### config.mk
export PLATFORM = sky130hd
export DESIGN_NAME = vec_step_iter
export DESIGN_NICKNAME = d
export VERILOG_FILES = /design/src/rtl/stepit_pkg.sv /design/src/rtl/stepit_window.sv /design/src/rtl/stepit_lowest.sv /design/src/rtl/stepit_next.sv /design/src/rtl/stepit_regs.sv /design/src/rtl/vec_step_iter.sv
export SDC_FILE = /design/constraint.sdc
export NUM_CORES = 1
export LEC_CHECK = 0
export BUFFER_PORTS_ARGS = -buffer_cell sky130_fd_sc_hd__buf_4
export CORE_ASPECT_RATIO = 1.1
export CORE_MARGIN = 2
export CORE_UTILIZATION = 51
export DETAILED_ROUTE_END_ITERATION = 16
export PLACE_DENSITY = 0.79
export SYNTH_ARGS = -nofsm -noshare
export SYNTH_HDL_FRONTEND = slang
export SYNTH_SLANG_ARGS = --single-unit
### constraint.sdc
create_clock -name clk -period 2.95 [get_ports clk]
set_input_delay 0.1475 -clock clk [delete_from_list [all_inputs] [get_ports clk]]
set_output_delay 0.1475 -clock clk [all_outputs]
set_load 0.01 [all_outputs]
### src/rtl/stepit_pkg.sv
// Package: stepit_pkg
// Shared default sizes and the classification of an advance for the vector
// element step iterator. Assumes a mask of at most 2**STEP_W - 1 bits.
package stepit_pkg;
    localparam int MASK_W = 64;   // predicate mask width, also maximum vector length
    localparam int STEP_W = 7;    // element counter width (holds 0..MASK_W)
    localparam int SUB_W  = 2;    // sub-element counter width

    // What an advance did to the loop position.
    typedef enum logic [1:0] {
        ADV_SUB  = 2'd0,   // only the sub-element counter moved
        ADV_STEP = 2'd1,   // element counter moved to an eligible index
        ADV_WRAP = 2'd2,   // inner loop wrapped, outer counter moved
        ADV_END  = 2'd3    // last loop position passed
    } adv_kind_e;
endpackage

### src/rtl/stepit_window.sv
// Module: stepit_window
// Marks every element index that the next advance may land on. An index is
// eligible when it lies strictly above the current step, strictly below the
// vector length, and either skipping is off or its mask bit is set.
// Assumes MASK_W < 2**STEP_W so every bit position fits in a step value.
module stepit_window #(
    parameter int MASK_W = 64,
    parameter int STEP_W = 7
) (
    input  logic [STEP_W-1:0] step,
    input  logic [STEP_W-1:0] vl,
    input  logic [MASK_W-1:0] mask,
    input  logic              skip_en,
    output logic [MASK_W-1:0] elig
);
    // One comparator pair per mask bit, built by generate.
    for (genvar i = 0; i < MASK_W; i++) begin : g_pos
        localparam logic [STEP_W-1:0] POS = STEP_W'(i);
        // Eligibility of index i.
        assign elig[i] = (POS > step) && (POS < vl) && (mask[i] || !skip_en);
    end
endmodule

### src/rtl/stepit_lowest.sv
// Module: stepit_lowest
// Finds the lowest set bit of a vector and reports its position.
// Assumes W < 2**IDX_W. Returns found=0 and idx=0 for an all-zero input.
module stepit_lowest #(
    parameter int W     = 64,
    parameter int IDX_W = 7
) (
    input  logic [W-1:0]     bits,
    output logic             found,
    output logic [IDX_W-1:0] idx
);
    // Scan from the top down so the lowest set bit writes last.
    always_comb begin
        found = 1'b0;
        idx   = '0;
        for (int i = W - 1; i >= 0; i--) begin
            if (bits[i]) begin
                found = 1'b1;
                idx   = IDX_W'(i);
            end
        end
    end
endmodule

### src/rtl/stepit_next.sv
// Module: stepit_next
// Computes the loop position that follows the current one, for either loop
// order. Purely combinational. Assumes the eligible-index search result
// (found, idx) was computed from the same step, vl and mask.
module stepit_next
    import stepit_pkg::*;
#(
    parameter int STEP_W = 7,
    parameter int SUB_W  = 2
) (
    input  logic [STEP_W-1:0] step,
    input  logic [SUB_W-1:0]  substep,
    input  logic [STEP_W-1:0] vl,
    input  logic [SUB_W-1:0]  subvl,
    input  logic              pack,
    input  logic              found,
    input  logic [STEP_W-1:0] idx,
    output logic [STEP_W-1:0] nxt_step,
    output logic [SUB_W-1:0]  nxt_sub,
    output logic              set_end,
    output adv_kind_e         kind
);
    logic              sub_last;
    logic [STEP_W-1:0] last_pos;

    // Loop limits for the current configuration.
    assign sub_last = (substep == subvl);
    assign last_pos = vl - 1'b1;

    // Select the outcome of the advance by loop order.
    always_comb begin
        nxt_step = step;
        nxt_sub  = substep;
        kind     = ADV_SUB;
        if (!pack) begin
            // Sub-element counter is the inner loop.
            if (!sub_last) begin
                nxt_sub = substep + 1'b1;
                kind    = ADV_SUB;
            end else if (found) begin
                nxt_sub  = '0;
                nxt_step = idx;
                kind     = ADV_STEP;
            end else begin
                nxt_sub  = '0;
                nxt_step = '0;
                kind     = ADV_END;
            end
        end else begin
            // Element counter is the inner loop.
            if (found) begin
                nxt_step = idx;
                kind     = ADV_STEP;
            end else if (!sub_last) begin
                nxt_step = '0;
                nxt_sub  = substep + 1'b1;
                kind     = ADV_WRAP;
            end else begin
                nxt_step = last_pos;
                kind     = ADV_END;
            end
        end
    end

    // Loop end is raised only by the final advance.
    assign set_end = (kind == ADV_END);
endmodule

### src/rtl/stepit_regs.sv
// Module: stepit_regs
// Holds the element counter, sub-element counter and the sticky loop-end
// flag. Synchronous active-low reset; synchronous clear overrides advance.
module stepit_regs #(
    parameter int STEP_W = 7,
    parameter int SUB_W  = 2
) (
    input  logic              clk,
    input  logic              rst_n,
    input  logic              clr,
    input  logic              adv,
    input  logic [STEP_W-1:0] nxt_step,
    input  logic [SUB_W-1:0]  nxt_sub,
    input  logic              set_end,
    output logic [STEP_W-1:0] step,
    output logic [SUB_W-1:0]  substep,
    output logic              loop_end
);
    // State update: reset/clear first, then advance, else hold.
    always_ff @(posedge clk) begin
        if (!rst_n || clr) begin
            step     <= '0;
            substep  <= '0;
            loop_end <= 1'b0;
        end else if (adv) begin
            step     <= nxt_step;
            substep  <= nxt_sub;
            loop_end <= loop_end | set_end;
        end
    end
endmodule

### src/rtl/vec_step_iter.sv
// Module: vec_step_iter (top)
// Predicated vector element step iterator. One advance strobe moves the
// loop position by one, passing over masked elements in the same cycle when
// skipping is enabled. Assumes 1 <= vl <= MASK_W and MASK_W < 2**STEP_W.
module vec_step_iter
    import stepit_pkg::*;
#(
    parameter int MASK_W = stepit_pkg::MASK_W,
    parameter int STEP_W = stepit_pkg::STEP_W,
    parameter int SUB_W  = stepit_pkg::SUB_W
) (
    input  logic              clk,
    input  logic              rst_n,
    input  logic              clr,
    input  logic              adv,
    input  logic [STEP_W-1:0] vl,
    input  logic [SUB_W-1:0]  subvl,
    input  logic              pack,
    input  logic              skip_en,
    input  logic [MASK_W-1:0] mask,
    output logic [STEP_W-1:0] step,
    output logic [SUB_W-1:0]  substep,
    output logic              loop_end
);
    logic [MASK_W-1:0] elig;
    logic              found;
    logic [STEP_W-1:0] idx;
    logic [STEP_W-1:0] nxt_step;
    logic [SUB_W-1:0]  nxt_sub;
    logic              set_end;
    adv_kind_e         kind;

    stepit_window #(.MASK_W(MASK_W), .STEP_W(STEP_W)) u_window (
        .step    (step),
        .vl      (vl),
        .mask    (mask),
        .skip_en (skip_en),
        .elig    (elig)
    );

    stepit_lowest #(.W(MASK_W), .IDX_W(STEP_W)) u_lowest (
        .bits  (elig),
        .found (found),
        .idx   (idx)
    );

    stepit_next #(.STEP_W(STEP_W), .SUB_W(SUB_W)) u_next (
        .step     (step),
        .substep  (substep),
        .vl       (vl),
        .subvl    (subvl),
        .pack     (pack),
        .found    (found),
        .idx      (idx),
        .nxt_step (nxt_step),
        .nxt_sub  (nxt_sub),
        .set_end  (set_end),
        .kind     (kind)
    );

    stepit_regs #(.STEP_W(STEP_W), .SUB_W(SUB_W)) u_regs (
        .clk      (clk),
        .rst_n    (rst_n),
        .clr      (clr),
        .adv      (adv),
        .nxt_step (nxt_step),
        .nxt_sub  (nxt_sub),
        .set_end  (set_end),
        .step     (step),
        .substep  (substep),
        .loop_end (loop_end)
    );
endmodule

==> results.sh, run 1 <==
export IMPL_outcome="did not finish"
export IMPL_stop_stage="5_1_grt"
export IMPL_error="[ERROR GRT-0232] Routing congestion too high. Check the congestion heatmap in the GUI."
export IMPL_clockRootBuffer="clkbuf_8"
export IMPL_portBuffers=87
export IMPL_cts_sink_count=10
export IMPL_postGrtWorstEndpoint="u_regs.step[1]$_SDFFE_PP0P_/D"
export IMPL_syn_nets=657
export IMPL_place_congestion=1.164
export IMPL_yosys_warnings=0
export IMPL_synth_distinct_cells=87
export IMPL_overflow=3
export IMPL_ios=89
export IMPL_clockBufferDepth=2
export IMPL_postSynthAreaPerCell_sq_um=6.799
export IMPL_cts_buffers=3
export IMPL_yosys_most_used_dff="dfxtp_1"
export IMPL_seq_area_frac_synth_pct=5.112
export IMPL_placed_cells=857
export IMPL_syn_instance_count=576
export IMPL_chipWidth_um=87.55
export IMPL_h_tree_depth=1
export IMPL_ys_ff_latch=10
export IMPL_synthArstFlopShare_pct=0
export IMPL_ctsHoldBuffers=0
export IMPL_start_util_pct=52.69
export IMPL_rows=33
export IMPL_die_height_um=95.91
export IMPL_post_synth_instance_area_sq_um=3916
export IMPL_endpoint_type="sequential cell input"
export IMPL_grt_start_max_net_pins=24
export IMPL_dp_hpwl_um=16070
export IMPL_grt_usage_pct=67.63
export IMPL_synth_edf_count=0
[metrics by stage]
| stage | cell area [sq um] | setup TNS, ps | hold slack (ps) | worst slack (ps) |
|---|---|---|---|---|
| detailed placement | 5630 | -1933 | 459.5 | -312.5 |
| global placement | 5630 | -987.8 | 453.1 | -163.0 |
| CTS | 5852 | 0 | 245.2 | 2.223 |
| floorplan | 3916 | 0 | 405.1 | 98.43 |
[cell families after synthesis]
family / synth area share, %
AOI/OAI and AO/OA: 42.62
xor gates and xnor gates: 1.342
adders and majority gates: 0.6389
buffers and inverters: 8.850
DFF: 5.112
and+or+nand+nor: 41.44
[metal layers]
layer | track usage (%) | overflow
met4 | 68.72 | 1
met2 | 86.36 | 1
met3 | 49.31 | 0
met1 | 67.56 | 1
met5 | 9.091 | 0
[cells in the mapped netlist (16+ instances only)]
master	count	area (sq um)
nor2b_1	17	106.4
inv_1	18	67.56
nor3_1	20	100.1
nand3_1	26	130.1
clkbuf_1	21	78.83
buf_2	16	80.08
nor2_1	41	153.9
o21ai_0	21	105.1
a21oi_1	34	170.2
o22ai_1	19	118.9
nand2_1	36	135.1
o211ai_1	17	127.6
[repair_timing]
item / in CTS
gates resized for setup: 31
setup endpoints to repair: 10
pin swaps: 14
buffers inserted: 3
==> run 2, diff against run 1 <==
--- a/config.mk
+++ b/config.mk
@@ -6,11 +6,10 @@
 export NUM_CORES = 1
 export LEC_CHECK = 0
 export BUFFER_PORTS_ARGS = -buffer_cell sky130_fd_sc_hd__buf_4
-export CORE_ASPECT_RATIO = 1.1
 export CORE_MARGIN = 2
-export CORE_UTILIZATION = 51
+export CORE_UTILIZATION = 40
 export DETAILED_ROUTE_END_ITERATION = 16
-export PLACE_DENSITY = 0.79
+export PLACE_DENSITY_LB_ADDON = 0.15
 export SYNTH_ARGS = -nofsm -noshare
 export SYNTH_HDL_FRONTEND = slang
 export SYNTH_SLANG_ARGS = --single-unit
==> constraint.sdc (replaced) <==
create_clock -name clk -period 3.8 [get_ports clk]
set_input_delay 0.19 -clock clk [delete_from_list [all_inputs] [get_ports clk]]
set_output_delay 0.19 -clock clk [all_outputs]
set_load 0.01 [all_outputs]
==> run 2 against run 1 <==
The flow now finishes without violations. Synthesized cell count unchanged. Synthesized area unchanged.
==> results.sh, run 2 <==
export IMPL_leakage_nw=1.906
export IMPL_fin_area_sq_um=4925
export IMPL_finClkSkew_ps=4.239
export IMPL_synth_distinct_cells=87
export IMPL_nets=752
export IMPL_top_usage_layer="met2"
export IMPL_regArea_sq_um=200.2
export IMPL_ir_worst_vdd_mv=0.1602
export IMPL_critPathKind="flip-flop to flip-flop"
export IMPL_power_density_nw_per_um2=134.9
export IMPL_n_antenna_cell=0
export IMPL_synth_common_cells="nor2_1 (41), nand2_1 (36), a21oi_1 (34)"
export IMPL_crit_chain="buf_4, or4bb_1, o22ai_1, nor3_1, or3b_2, and4bb_2, nand4_2, or4_1, nand3_1"
export IMPL_areaGrowthSynthToFinish_pct=25.75
export IMPL_clockBufferDepth=2
export IMPL_setup_ws_ps=255.4
export IMPL_cts_sink_count=10
export IMPL_crit_required_ps=3980
export IMPL_chipWidth_um=102.9
export IMPL_yosysMostFrequentCell="nor2_1"
export IMPL_critPathMaxFanout=17
export IMPL_insertion_delay_ps=240
export IMPL_yosys_warnings=0
export IMPL_ios=89
export IMPL_regMostFlops="u_regs.step"
export IMPL_core_area_sq_um=9639
export IMPL_vias=5686
export IMPL_nFillCells=1045
export IMPL_final_cells=803
export IMPL_cp_top_family="simple AND/OR/NAND/NOR gates"
export IMPL_internal_power_mw=0.3750
export IMPL_setup_tns_ps=0
export IMPL_worstRegToRegCells=9
export IMPL_portBuffers=87
export IMPL_dp_hpwl_um=15840
export IMPL_ys_top_cells_by_area="dfxtp_1 (5.1%), a21oi_1 (4.3%), nor2_1 (3.9%), nand2_1 (3.5%), nand3_1 (3.3%)"
export IMPL_pwr_share_clk_pct=20.6
export IMPL_cts_buffers=3
export IMPL_start_util_pct=40.63
export IMPL_ys_ff_latch=10
export IMPL_layout_common_cells="buf_4 (142), nor2_1 (41), nand2_1 (36)"
export IMPL_grt_start_max_net_pins=30
export IMPL_grt_usage_pct=38.13
export IMPL_seq_area_frac_synth_pct=5.112
export IMPL_finalCriticalPeriod_ps=3545
export IMPL_layout_drive_gt1_share_pct=26.72
export IMPL_postSynthAreaPerCell_sq_um=6.799
export IMPL_end_kind="flip-flop"
export IMPL_ctsHoldBuffers=0
export IMPL_rows=36
export IMPL_cpPeakStageDelay_ps=620
export IMPL_cpMaxStageDelayCell="or4bb_1"
export IMPL_yosysTopAreaCellShare_pct=5.112
export IMPL_die_height_um=102.9
export IMPL_totalPowerFinal_mw=0.6642
export IMPL_crit_buf_inv=1
export IMPL_reg_largest_list="u_regs.step: 7 flops, u_regs.substep: 2 flops, u_regs.loop_end: 1 flops"
export IMPL_power_frac_seq_pct=16.7
export IMPL_dpl_cell_area_sq_um=4870
export IMPL_use_met2_pct=58.34
export IMPL_synth_largest_area_cell="dfxtp_1"
export IMPL_grt_pass1_wl_um=30550
export IMPL_grtUsageMet1_pct=52.47
export IMPL_multi_input_area_sq_um=3369
export IMPL_hold_path_depth=3
export IMPL_final_hold_viol_count=0
export IMPL_setup_viol=0
export IMPL_clk_pin_slew_ps=50
export IMPL_largest_reg_flops=7
export IMPL_yosys_most_used_dff="dfxtp_1"
export IMPL_die_area_sq_um=10600
export IMPL_clockRootBuffer="clkbuf_8"
export IMPL_placed_cells=799
export IMPL_avgRoutedWirePerCell_um=25.41
export IMPL_slew_headroom_pct=37.73
export IMPL_routed_via_density=7.081
export IMPL_maxSlewViolCount=0
export IMPL_rsz0062_at_grt="false"
export IMPL_maxCapViolCount=0
export IMPL_final_util_pct=51.09
export IMPL_layout_commonest_cell="buf_4"
export IMPL_timing_hold_ws_ps=294.5
export IMPL_p_switching_mw=0.2892
export IMPL_timing_final_crit_share_pct=93.28
export IMPL_syn_instance_count=576
export IMPL_cts_tree="built"
export IMPL_comb_power_share_pct=62.6
export IMPL_place_congestion=1.052
export IMPL_h_tree_depth=1
export IMPL_worst_setup_path_start_kind="flip-flop"
export IMPL_post_synth_instance_area_sq_um=3916
export IMPL_cts_setup_buffers=0
export IMPL_antenna_found_initial=0
export IMPL_overflow=0
export IMPL_fmax_mhz=282.1
export IMPL_final_antenna_net_count=0
export IMPL_drt_iter0_drc=630
export IMPL_grt_pass1_vias=5271
export IMPL_worst_slew_pin_slew_ps=934.0
export IMPL_first_pass_iters=6
export IMPL_syn_nets=657
export IMPL_use_met3_pct=7.390
export IMPL_swShare_pct=43.54
export IMPL_drt_total_wl_um=20400
export IMPL_synth_edf_count=0
export IMPL_drc=0
export IMPL_synthArstFlopShare_pct=0
export IMPL_ctsResizeCount=0
export IMPL_pre_cts_ws_ps=333.8
export IMPL_crit_cells=9
export IMPL_cp_arrival_ps=3720
export IMPL_min_path_type="primary input to flip-flop"
export IMPL_outcome="finished clean"
## run 2: cell counts after synthesis
No cell type changed its count.
## run 2: worst register-to-register path, cell delays in order (launching register included)
cell and delay (ps):
dfxtp_1 490, buf_4 280, or4bb_1 620, o22ai_1 170, nor3_1 90, or3b_2 520, and4bb_2 370, nand4_2 250
or4_1 610, nand3_1 100
## run 2: routing by layer
layer	part of all wire (%)	routed length, um	up-vias
met5	0	0	-
met4	5.0	1012	0
met3	12	2355	72
met2	43	8706	400
met1	41	8328	2702
li1	-	-	2512
## run 2: final timing paths
| kind | startpoint | end | slack, ps |
|---|---|---|---|
| setup / recovery | u_regs.step[1] | u_regs.substep[1] | 260 |
| hold / removal | pack | u_regs.substep[0] | 290 |
| setup reg to reg | u_regs.step[1] | u_regs.substep[1] | 260 |
| hold reg to reg | u_regs.loop_end | u_regs.loop_end | 480 |
## run 2: cell families after synthesis
group | synth area share [%]
XOR/XNOR | 1.342
buffers and inverters | 8.850
AO/OA/AOI/OAI | 42.62
flip-flops | 5.112
AND/OR/NAND/NOR | 41.44
adder cells (fa/ha/maj) | 0.6389
## run 2: power groups by stage
stage | registers, mW | logic [mW] | clock network, mW
after floorplan | 0.111 | 0.238 | 0
after global placement | 0.113 | 0.399 | 0
after detailed placement | 0.113 | 0.400 | 0
after CTS | 0.111 | 0.402 | 0.137
after global routing | 0.111 | 0.440 | 0.144
final | 0.111 | 0.416 | 0.137
## run 2: cell type report
class | instances | share of cell area, %
Multi-Input combinational cell | 496 | 68.42
Timing Repair Buffer | 142 | 21.65
Sequential cell | 10 | 4.065
Tap cell | 133 | 3.379
Inverter | 18 | 1.372
Clock buffer | 4 | 1.118
(Power assumes the default switching activity.)
